**src/rtl/fmt_pkg.sv**
```systemverilog
package fmt_pkg;
    typedef enum logic [1:0] {
        CODE_OFFSET = 2'd0,
        CODE_TWOS   = 2'd1,
        CODE_GRAY   = 2'd2,
        CODE_ALT    = 2'd3
    } out_code_e;

    typedef enum logic [1:0] {
        STEP_IDLE = 2'd0,
        STEP_A    = 2'd1,
        STEP_B    = 2'd2
    } step_e;

    localparam int NUM_CH = 2;
endpackage

```
**src/rtl/fmt_code.sv**
```systemverilog
module fmt_code
    import fmt_pkg::*;
#(
    parameter int W = 8
) (
    input  logic [W-1:0] raw,
    input  logic [1:0]   code,
    input  logic         rev,
    output logic [W-1:0] word
);
    logic [W-1:0] coded;
    logic [W-1:0] mirrored;

    always_comb begin
        case (out_code_e'(code))
            CODE_TWOS: coded = raw ^ {1'b1, {(W-1){1'b0}}};
            CODE_GRAY: coded = raw ^ (raw >> 1);
            default:   coded = raw;
        endcase
    end

    for (genvar i = 0; i < W; i++) begin : g_mirror
        assign mirrored[i] = coded[W-1-i];
    end

    assign word = rev ? mirrored : coded;
endmodule

```
**src/rtl/fmt_out_sel.sv**
```systemverilog
module fmt_out_sel #(
    parameter int W = 8
) (
    input  logic         mux,
    input  logic         bus_sel,
    input  logic         second,
    input  logic [W-1:0] word_a,
    input  logic [W-1:0] word_b,
    input  logic         flag_a,
    input  logic         flag_b,
    output logic [W-1:0] bus_a,
    output logic [W-1:0] bus_b,
    output logic         fl_a,
    output logic         fl_b
);
    logic [W-1:0] stream_w;
    logic         stream_f;

    assign stream_w = second ? word_b : word_a;
    assign stream_f = second ? flag_b : flag_a;

    always_comb begin
        if (!mux) begin
            bus_a = word_a;
            bus_b = word_b;
            fl_a  = flag_a;
            fl_b  = flag_b;
        end else if (!bus_sel) begin
            bus_a = stream_w;
            bus_b = '0;
            fl_a  = stream_f;
            fl_b  = 1'b0;
        end else begin
            bus_a = '0;
            bus_b = stream_w;
            fl_a  = 1'b0;
            fl_b  = stream_f;
        end
    end
endmodule

```
**src/rtl/dual_out_fmt.sv**
```systemverilog
module dual_out_fmt
    import fmt_pkg::*;
#(
    parameter int W = 8
) (
    input  logic         clk,
    input  logic         rst_n,
    input  logic         in_valid,
    input  logic [W-1:0] in_a,
    input  logic [W-1:0] in_b,
    input  logic         in_or_a,
    input  logic         in_or_b,
    input  logic [1:0]   cfg_code,
    input  logic         cfg_rev,
    input  logic         cfg_mux,
    input  logic         cfg_mux_bus,
    input  logic         cfg_half_dly,
    output logic [W-1:0] out_a,
    output logic [W-1:0] out_b,
    output logic         out_or_a,
    output logic         out_or_b,
    output logic         out_chan,
    output logic         out_valid
);
    typedef struct packed {
        logic [W-1:0] wa;
        logic [W-1:0] wb;
        logic         ha;
        logic         hb;
        logic         mux;
        logic         bus;
        logic         dly;
        step_e        step;
        logic [W-1:0] oa;
        logic [W-1:0] ob;
        logic         foa;
        logic         fob;
        logic         chan;
        logic         vld;
        logic         omux;
        logic         obus;
    } st_t;

    st_t st_d, st_q;

    logic [W-1:0] raw_w  [NUM_CH];
    logic [W-1:0] code_w [NUM_CH];

    assign raw_w[0] = in_a;
    assign raw_w[1] = in_b;

    for (genvar c = 0; c < NUM_CH; c++) begin : g_ch
        fmt_code #(.W(W)) u_code (
            .raw  (raw_w[c]),
            .code (cfg_code),
            .rev  (cfg_rev),
            .word (code_w[c])
        );
    end

    logic [W-1:0] sel_a, sel_b;
    logic         sel_fa, sel_fb;

    fmt_out_sel #(.W(W)) u_sel (
        .mux     (st_q.mux),
        .bus_sel (st_q.bus),
        .second  (st_q.step == STEP_B),
        .word_a  (st_q.wa),
        .word_b  (st_q.wb),
        .flag_a  (st_q.ha),
        .flag_b  (st_q.hb),
        .bus_a   (sel_a),
        .bus_b   (sel_b),
        .fl_a    (sel_fa),
        .fl_b    (sel_fb)
    );

    logic emit;
    assign emit = ((st_q.step == STEP_A) && (st_q.mux || !st_q.dly)) ||
                  ((st_q.step == STEP_B) && (st_q.mux ||  st_q.dly));

    always_comb begin
        st_d      = st_q;
        st_d.vld  = 1'b0;
        st_d.chan = 1'b0;
        if (emit) begin
            st_d.oa   = sel_a;
            st_d.ob   = sel_b;
            st_d.foa  = sel_fa;
            st_d.fob  = sel_fb;
            st_d.chan = st_q.mux && (st_q.step == STEP_B);
            st_d.vld  = 1'b1;
            st_d.omux = st_q.mux;
            st_d.obus = st_q.bus;
        end
        case (st_q.step)
            STEP_A:  st_d.step = STEP_B;
            default: st_d.step = STEP_IDLE;
        endcase
        if (in_valid) begin
            st_d.wa   = code_w[0];
            st_d.wb   = code_w[1];
            st_d.ha   = in_or_a;
            st_d.hb   = in_or_b;
            st_d.mux  = cfg_mux;
            st_d.bus  = cfg_mux_bus;
            st_d.dly  = cfg_half_dly;
            st_d.step = STEP_A;
        end
    end

    always_ff @(posedge clk) begin
        if (!rst_n) st_q <= '0;
        else        st_q <= st_d;
    end

    assign out_a     = st_q.oa;
    assign out_b     = st_q.ob;
    assign out_or_a  = st_q.foa;
    assign out_or_b  = st_q.fob;
    assign out_chan  = st_q.chan;
    assign out_valid = st_q.vld;

    // input rule behind R10: pulses are at least two cycles apart
    assert_in_spacing_R10: assert property (@(posedge clk) disable iff (!rst_n)
        in_valid |=> !in_valid);

    assert_dual_latency_R4: assert property (@(posedge clk) disable iff (!rst_n)
        (in_valid && !cfg_mux && !cfg_half_dly) |=> ##1 out_valid);

    assert_dual_delay_R7: assert property (@(posedge clk) disable iff (!rst_n)
        (in_valid && !cfg_mux && cfg_half_dly) |=> ##1 !out_valid ##1 out_valid);

    // the mux timing is the same whatever cfg_half_dly says
    assert_mux_order_R5: assert property (@(posedge clk) disable iff (!rst_n)
        (in_valid && cfg_mux) |=> ##1 (out_valid && !out_chan) ##1 (out_valid && out_chan));

    assert_chan_strobe_R5: assert property (@(posedge clk) disable iff (!rst_n)
        out_chan |-> (out_valid && $past(out_valid)));

    assert_chan_single_R5: assert property (@(posedge clk) disable iff (!rst_n)
        out_chan |=> !out_chan);

    assert_idle_bus_b_R6: assert property (@(posedge clk) disable iff (!rst_n)
        (out_valid && st_q.omux && !st_q.obus) |-> (out_b == '0 && !out_or_b));

    assert_idle_bus_a_R6: assert property (@(posedge clk) disable iff (!rst_n)
        (out_valid && st_q.omux && st_q.obus) |-> (out_a == '0 && !out_or_a));
endmodule

```
**config.mk**
```make
export PLATFORM = sky130hd
export DESIGN_NAME = dual_out_fmt
export DESIGN_NICKNAME = d
export VERILOG_FILES = /design/src/rtl/fmt_pkg.sv /design/src/rtl/fmt_code.sv /design/src/rtl/fmt_out_sel.sv /design/src/rtl/dual_out_fmt.sv
export SDC_FILE = /design/constraint.sdc
export NUM_CORES = 1
export LEC_CHECK = 0
export ABC_AREA = 1
export BUFFER_PORTS_ARGS = -buffer_cell sky130_fd_sc_hd__buf_4
export CAP_MARGIN = 10
export CELL_PAD_IN_SITES_DETAIL_PLACEMENT = 0
export CELL_PAD_IN_SITES_GLOBAL_PLACEMENT = 1
export CORE_MARGIN = 4
export CORE_UTILIZATION = 38
export CTS_CLUSTER_DIAMETER = 200
export DETAILED_ROUTE_END_ITERATION = 16
export GPL_ROUTABILITY_DRIVEN = 0
export PLACE_DENSITY = 0.87
export SYNTH_ARGS = -nofsm -noshare
export SYNTH_HDL_FRONTEND = slang
export SYNTH_SLANG_ARGS = --single-unit
```
**constraint.sdc**
```tcl
create_clock -name clk -period 1.6 [get_ports clk]
set_input_delay 0.24 -clock clk [delete_from_list [all_inputs] [get_ports clk]]
set_output_delay 0.24 -clock clk [all_outputs]
set_load 0.05 [all_outputs]
```
## Yosys cells after proc, flatten, opt, wreduce, memory -nomap -nowiden

Index checks and enable logic that the tools add are counted.

- Memories kept: 0
- Word-level logic and storage cells: 52
- Input port bits: 27
- Bits in latches: 0
- Bits in read-only memories: 0
- Memory bits (writable): 0
- Bits in registers: 45

- Order comparisons: 0
- $add $sub $neg: 0
- Equal/unequal tests: 4
- $mul: 0
- Multiplexer cells: 17
- Div/mod/pow operators: 0
- Reductions and logical operators: 9
- Bitwise gates (word level): 5
- Shifts and indexed selects: 0

Operator list:

| operator | count |
|---|---|
| 8-bit 2-to-1 mux | 7 |
| 8-bit one-hot mux with 2 select lines | 2 |
| 8-bit by 7-bit XOR with 8-bit output | 2 |
| 1-bit 2-to-1 mux | 6 |
| 2-bit by 1-bit equality test with 1-bit output (second input constant) | 2 |
| 2-bit equality test (second input constant) | 2 |
| 1-bit logical AND | 3 |
| 1-bit logical OR | 3 |
| 3-bit 2-to-1 mux | 1 |
| 1-bit inverter | 3 |
| 2-bit 2-to-1 mux | 1 |
| 2-bit AND reduction | 1 |
| 2-bit OR reduction | 1 |
| 1-bit zero test | 1 |

## Logic depth before layout (Yosys ltp)

- Word-level depth: 5
- Depth in mapped cells: 10
- Depth with buffers taken out: 9

## Hierarchy

From an unflattened synthesis, not the netlist that was laid out.

- Cells, all modules: 488
- Area total of the unflattened synthesis: 2946.6 um^2

Modules (own cells, without submodules):

| module | instances | area an instance (um^2) | cells an instance |
|---|---|---|---|
| dual_out_fmt | 1 | 1848.0 | 242 |
| fmt_code | 2 | 364.1 | 79 |
| fmt_out_sel | 1 | 370.4 | 88 |

## Worst setup path before layout

Ideal clock, no wire load.

- Path type: input -> register
- Start point: input cfg_code[0]
- End point: register st_q[35] (netlist name)
- Setup slack: 0.220 ns
- Data required time: 1.486 ns
- Cell stages on the path: 9
- Data arrival time: 1.267 ns
- Path buffers: 1
- Path through: inv_1 > ha_1 > nor2_1 > buf_2 > nand2_1 > nand2_1 > nand2_1 > nand3_1 > nand2_1

- Word-level cells in the longest chain between the ends: 3

RTL lines:

| item | RTL line | RTL |
|---|---|---|
| from (decl) | dual_out_fmt.sv:13 | `input logic [1:0] cfg_code,` |
| 2-bit equality test or 2-bit by 1-bit equality test with 1-bit output (tied branches) | fmt_code.sv:15 | `case (out_code_e'(code))` |
| 8-bit one-hot mux with 2 select lines (*) | fmt_code.sv:15 |  |
| 8-bit 2-to-1 mux (*) | fmt_code.sv:26 | `assign word = rev ? mirrored : coded;` |
| to (signal assigned) | dual_out_fmt.sv:114 | `else st_q <= st_d;` |
| to (decl) | dual_out_fmt.sv:44 | `st_t st_d, st_q;` |

Every way passes the cells marked *; elsewhere a longest branch is shown, timed or not.
A chain may end at the register's enable or synchronous reset.

## Worst setup path after layout

- Start point: register st_q[22] (netlist name)
- End point: register st_q, in the netlist out_b[1]

- Word-level cells in the longest chain between the ends: 4

RTL lines:

| item | RTL line | RTL |
|---|---|---|
| 2-bit equality test | dual_out_fmt.sv:67, dual_out_fmt.sv:80 |  |
| 8-bit 2-to-1 mux | fmt_out_sel.sv:19 | `assign stream_w = second ? word_b : word_a;` |
| 8-bit 2-to-1 mux | fmt_out_sel.sv:28 | `end else if (!bus_sel) begin` |
| 8-bit 2-to-1 mux | fmt_out_sel.sv:23 | `if (!mux) begin` |

Several ways; a longest one is shown, not always the timed one.

==> results.py <==
metrics = {
    "floorplan": {
        "initial_core_util_pct": 39.7,
        "fp-row-count": 30,
        "core-area_um2": 6910,
        "die_x_um": 92.9,
        "io_pins": 47,
        "die_y_um": 92.9,
        "dieArea_um2": 8630,
    },
    "clocking": {
        "numCtsBuffers": 5,
        "cts.sinks": 43,
        "tritoncts": "built",
        "postCtsSetupBuffers": 0,
        "clock_latency_ns": 0.29,
        "cts_buffer_depth": 2,
        "cts_max_level": 2,
        "cts-resized-gates": 0,
        "root_buffer": "clkbuf_8",
        "cts.clk_slew.worst_paths_ns": 0.07,
        "hold_buffers": 0,
    },
    "placement": {
        "dpl-instance-area_um2": 3080,
        "dp_hpwl_um": 4600,
        "detailedPlace.worstSlack_ns": 0.109,
        "placed_cells": 594,
        "io_buffers": 46,
    },
    "job": {
        "timing.max_cap.violations": 0,
    },
    "global_route": {
        "grtUsageTotal_pct": 14.3,
        "antenna_found_initial": 0,
        "met2_usage_pct": 23.6,
        "grt_pass1_vias": 2301,
        "grt_use_met3_pct": 1.87,
        "grt_pass1_wl_um": 10400,
        "top_usage_layer": "met2",
        "met1_usage_pct": 19.5,
        "gr-total-overflow": 0,
        "grt_max_degree": 23,
    },
    "drt": {
        "ant_nets": 0,
        "vias_per_cell": 4.30,
        "post_drt_wl_per_cell_um": 9.89,
        "dr_total_vias": 2590,
        "drcViolationCount": 0,
        "wl_um": 5950,
        "first_pass_iters": 4,
        "drtIter0Drc": 94,
    },
    "timing": {
        "tightest_slew_ns": 0.444,
        "drv_slew": 0,
        "hold_viol": 0,
        "fmax_mhz": 763,
        "rsz0062_at_grt": "no",
        "setup_tns_ns": 0,
        "finalSetupViolations": 0,
        "hold_slack_ns": 0.142,
        "finalCritPeriodShare_pct": 81.9,
        "setup_ws_ns": 0.290,
        "finalClockSkew_ns": 0.00369,
        "min_period_ns": 1.31,
        "slew-limit-headroom_pct": 70.4,
    },
    "pwr": {
        "p_total_mw": 2.53,
        "p_int_mw": 1.71,
        "p_leak_nw": 1.69,
        "power_density_nw_per_um2": 799,
        "sw_frac_of_total_pct": 32.5,
        "switchingPower_mw": 0.823,
        "combPwrFrac_pct": 27.4,
        "seqPwrFrac_pct": 47.2,
        "p_clk_share_pct": 25.5,
        "peakVddDrop_mv": 0.342,
    },
    "synth": {
        "synth_top_family_by_area": "simple AND/OR/NAND/NOR gates",
        "ys_ff_latch": 43,
        "synth-xor-area-share_pct": 0,
        "synth_cells": 474,
        "synth_top_cell_by_area": "nand2_1",
        "synth.top_cell.area_share_pct": 31.5,
        "synth_compound_area_share_pct": 1.23,
        "syn_nets": 504,
        "yosysSeqAreaShare_pct": 31.4,
        "avgSynthCellArea_um2": 5.78,
        "synth_simple_gate_area_share_pct": 52.0,
        "synthMuxAreaShare_pct": 0,
        "synthAdderAreaFrac_pct": 1.37,
        "synth_cell_types": 20,
        "synth.area.top_cells": "nand2_1 32%, dfxtp_1 31%, nor2_1 7.7%, inv_1 5.9%, nand3_1 5.8%",
        "syn-cell-area_um2": 2740,
        "synth_warnings": 0,
    },
    "critical_path": {
        "crit_arrival_ns": 1.49,
        "crit_required_ns": 1.78,
        "cp-end-kind": "register",
        "cp-start-kind": "register",
        "r2r_slack_ns": 0.29,
        "cp_max_fo": 10,
        "rr_worst_depth": 7,
        "path_class": "reg -> reg",
        "reg2reg_to": "out_b[1]$_SDFFE_PN0P_",
        "rr_startpoint": "st_q[22]$_SDFF_PN0_",
    },
    "layout": {
        "fin_util_pct": 45.8,
        "multiInputGateArea_um2": 1500,
        "synthToLayoutAreaGrowth_pct": 15.6,
        "drive_above_1_share_pct": 14.0,
        "layout.area.seq_um2": 861,
        "stdcell_area_um2": 3170,
        "nNetsFinal": 535,
        "layoutNonFillerInstCount": 602,
        "antennaDiodeCount": 0,
        "nFillCells": 799,
    },
    "worst_hold_path": {
        "min_delay_path_depth": 3,
        "whs_endpoint": "st_q[24]$_SDFFE_PN0P_",
        "hp-class": "in -> reg",
        "hold_start": "cfg_half_dly",
    },
    "status": {
        "status": "finished, final reports clean",
    },
}
-- worst max-delay path, stage by stage, from the launching register on --
cell and delay, ns:
dfxtp_1 0.41, inv_1 0.08, nand2_1 0.29, nand2_1 0.09
nand2_1 0.10, nor2_1 0.04, nor2_1 0.14, nor2_1 0.05
-- synthesized netlist by cell type --
cell type  instances
o21ai_2            1
dfxtp_1           43
nor2_1            56
buf_4             17
nor2_4             1
nand2_1          230
clkinv_1           1
clkbuf_1          10
buf_2              6
inv_1             43
o21ai_0            5
ha_1               3
nand3_2            1
nand3_1           32
nand3b_1          19
nor3_1             1
buf_8              1
inv_2              2
nor3_2             1
nand2_4            1
-- placed cells by master (no fill, tap or decap) --
master and count:
clkbuf_8 5, clkbuf_1 2, nand3_1 32, nand2_4 1, o21ai_0 5, nor2_1 56
o21ai_2 1, buf_4 58, inv_2 2, nand2_1 230, inv_1 43, ha_1 3
nand3b_1 19, dfxtp_1 43, clkinv_2 1, nor3_2 1, nor3_1 1, nand3_2 1
clkinv_1 1, nor2_4 1
-- final cells by class --
type,count,share of cell area [%]
multi-input cells,351,47.2
flip-flops and latches,43,27.2
repair buffers,58,13.8
inverters,46,5.45
well taps,96,3.79
clock buffers,7,2.41
clock inverters,1,0.158
-- registers in the layout, summed over array words and instances, names as in the netlist --
register   count
st_q          23
out_a          8
out_b          8
out_chan       1
out_or_a       1
out_or_b       1
out_valid      1
-- power groups by stage --
stage,clock (mW),combinational (mW),sequential (mW)
6_report,0.644,0.692,1.19
5_1_grt,0.707,0.784,1.21
4_1_cts,0.673,0.697,1.19
3_5_place_dp,0,0.695,1.22
3_3_place_gp,0,0.689,1.22
2_1_floorplan,0,0.521,1.22
-- worst max path at each step --
stage,from,end,cells after the start
2_1_floorplan,cfg_code[0],st_q[35]$_SDFFE_PN0P_,9
3_3_place_gp,cfg_code[0],st_q[37]$_SDFFE_PN0P_,11
3_5_place_dp,cfg_code[0],st_q[37]$_SDFFE_PN0P_,11
4_1_cts,st_q[22]$_SDFF_PN0_,out_b[0]$_SDFFE_PN0P_,7
5_1_grt,st_q[22]$_SDFF_PN0_,out_b[4]$_SDFFE_PN0P_,7
6_report,st_q[22]$_SDFF_PN0_,out_b[1]$_SDFFE_PN0P_,7
-- routing by layer --
layer,routed length (um),part of all wire (%),vias up
li1,-,-,1468
met3,269,4.5,2
met1,3020,51,1070
met2,2640,44,50
met4,31,0.52,0
met5,0,0,-
-- kinds of logic (layout without fill, tap and decap cells) --
family | Yosys count | after routing
buffers and inverters | 80 | 112
DFF | 43 | 43
AOI/OAI and AO/OA | 6 | 6
and+or+nand+nor | 342 | 342
adders and majority gates | 3 | 3
Note: power is estimated with default switching activity, not from simulation.
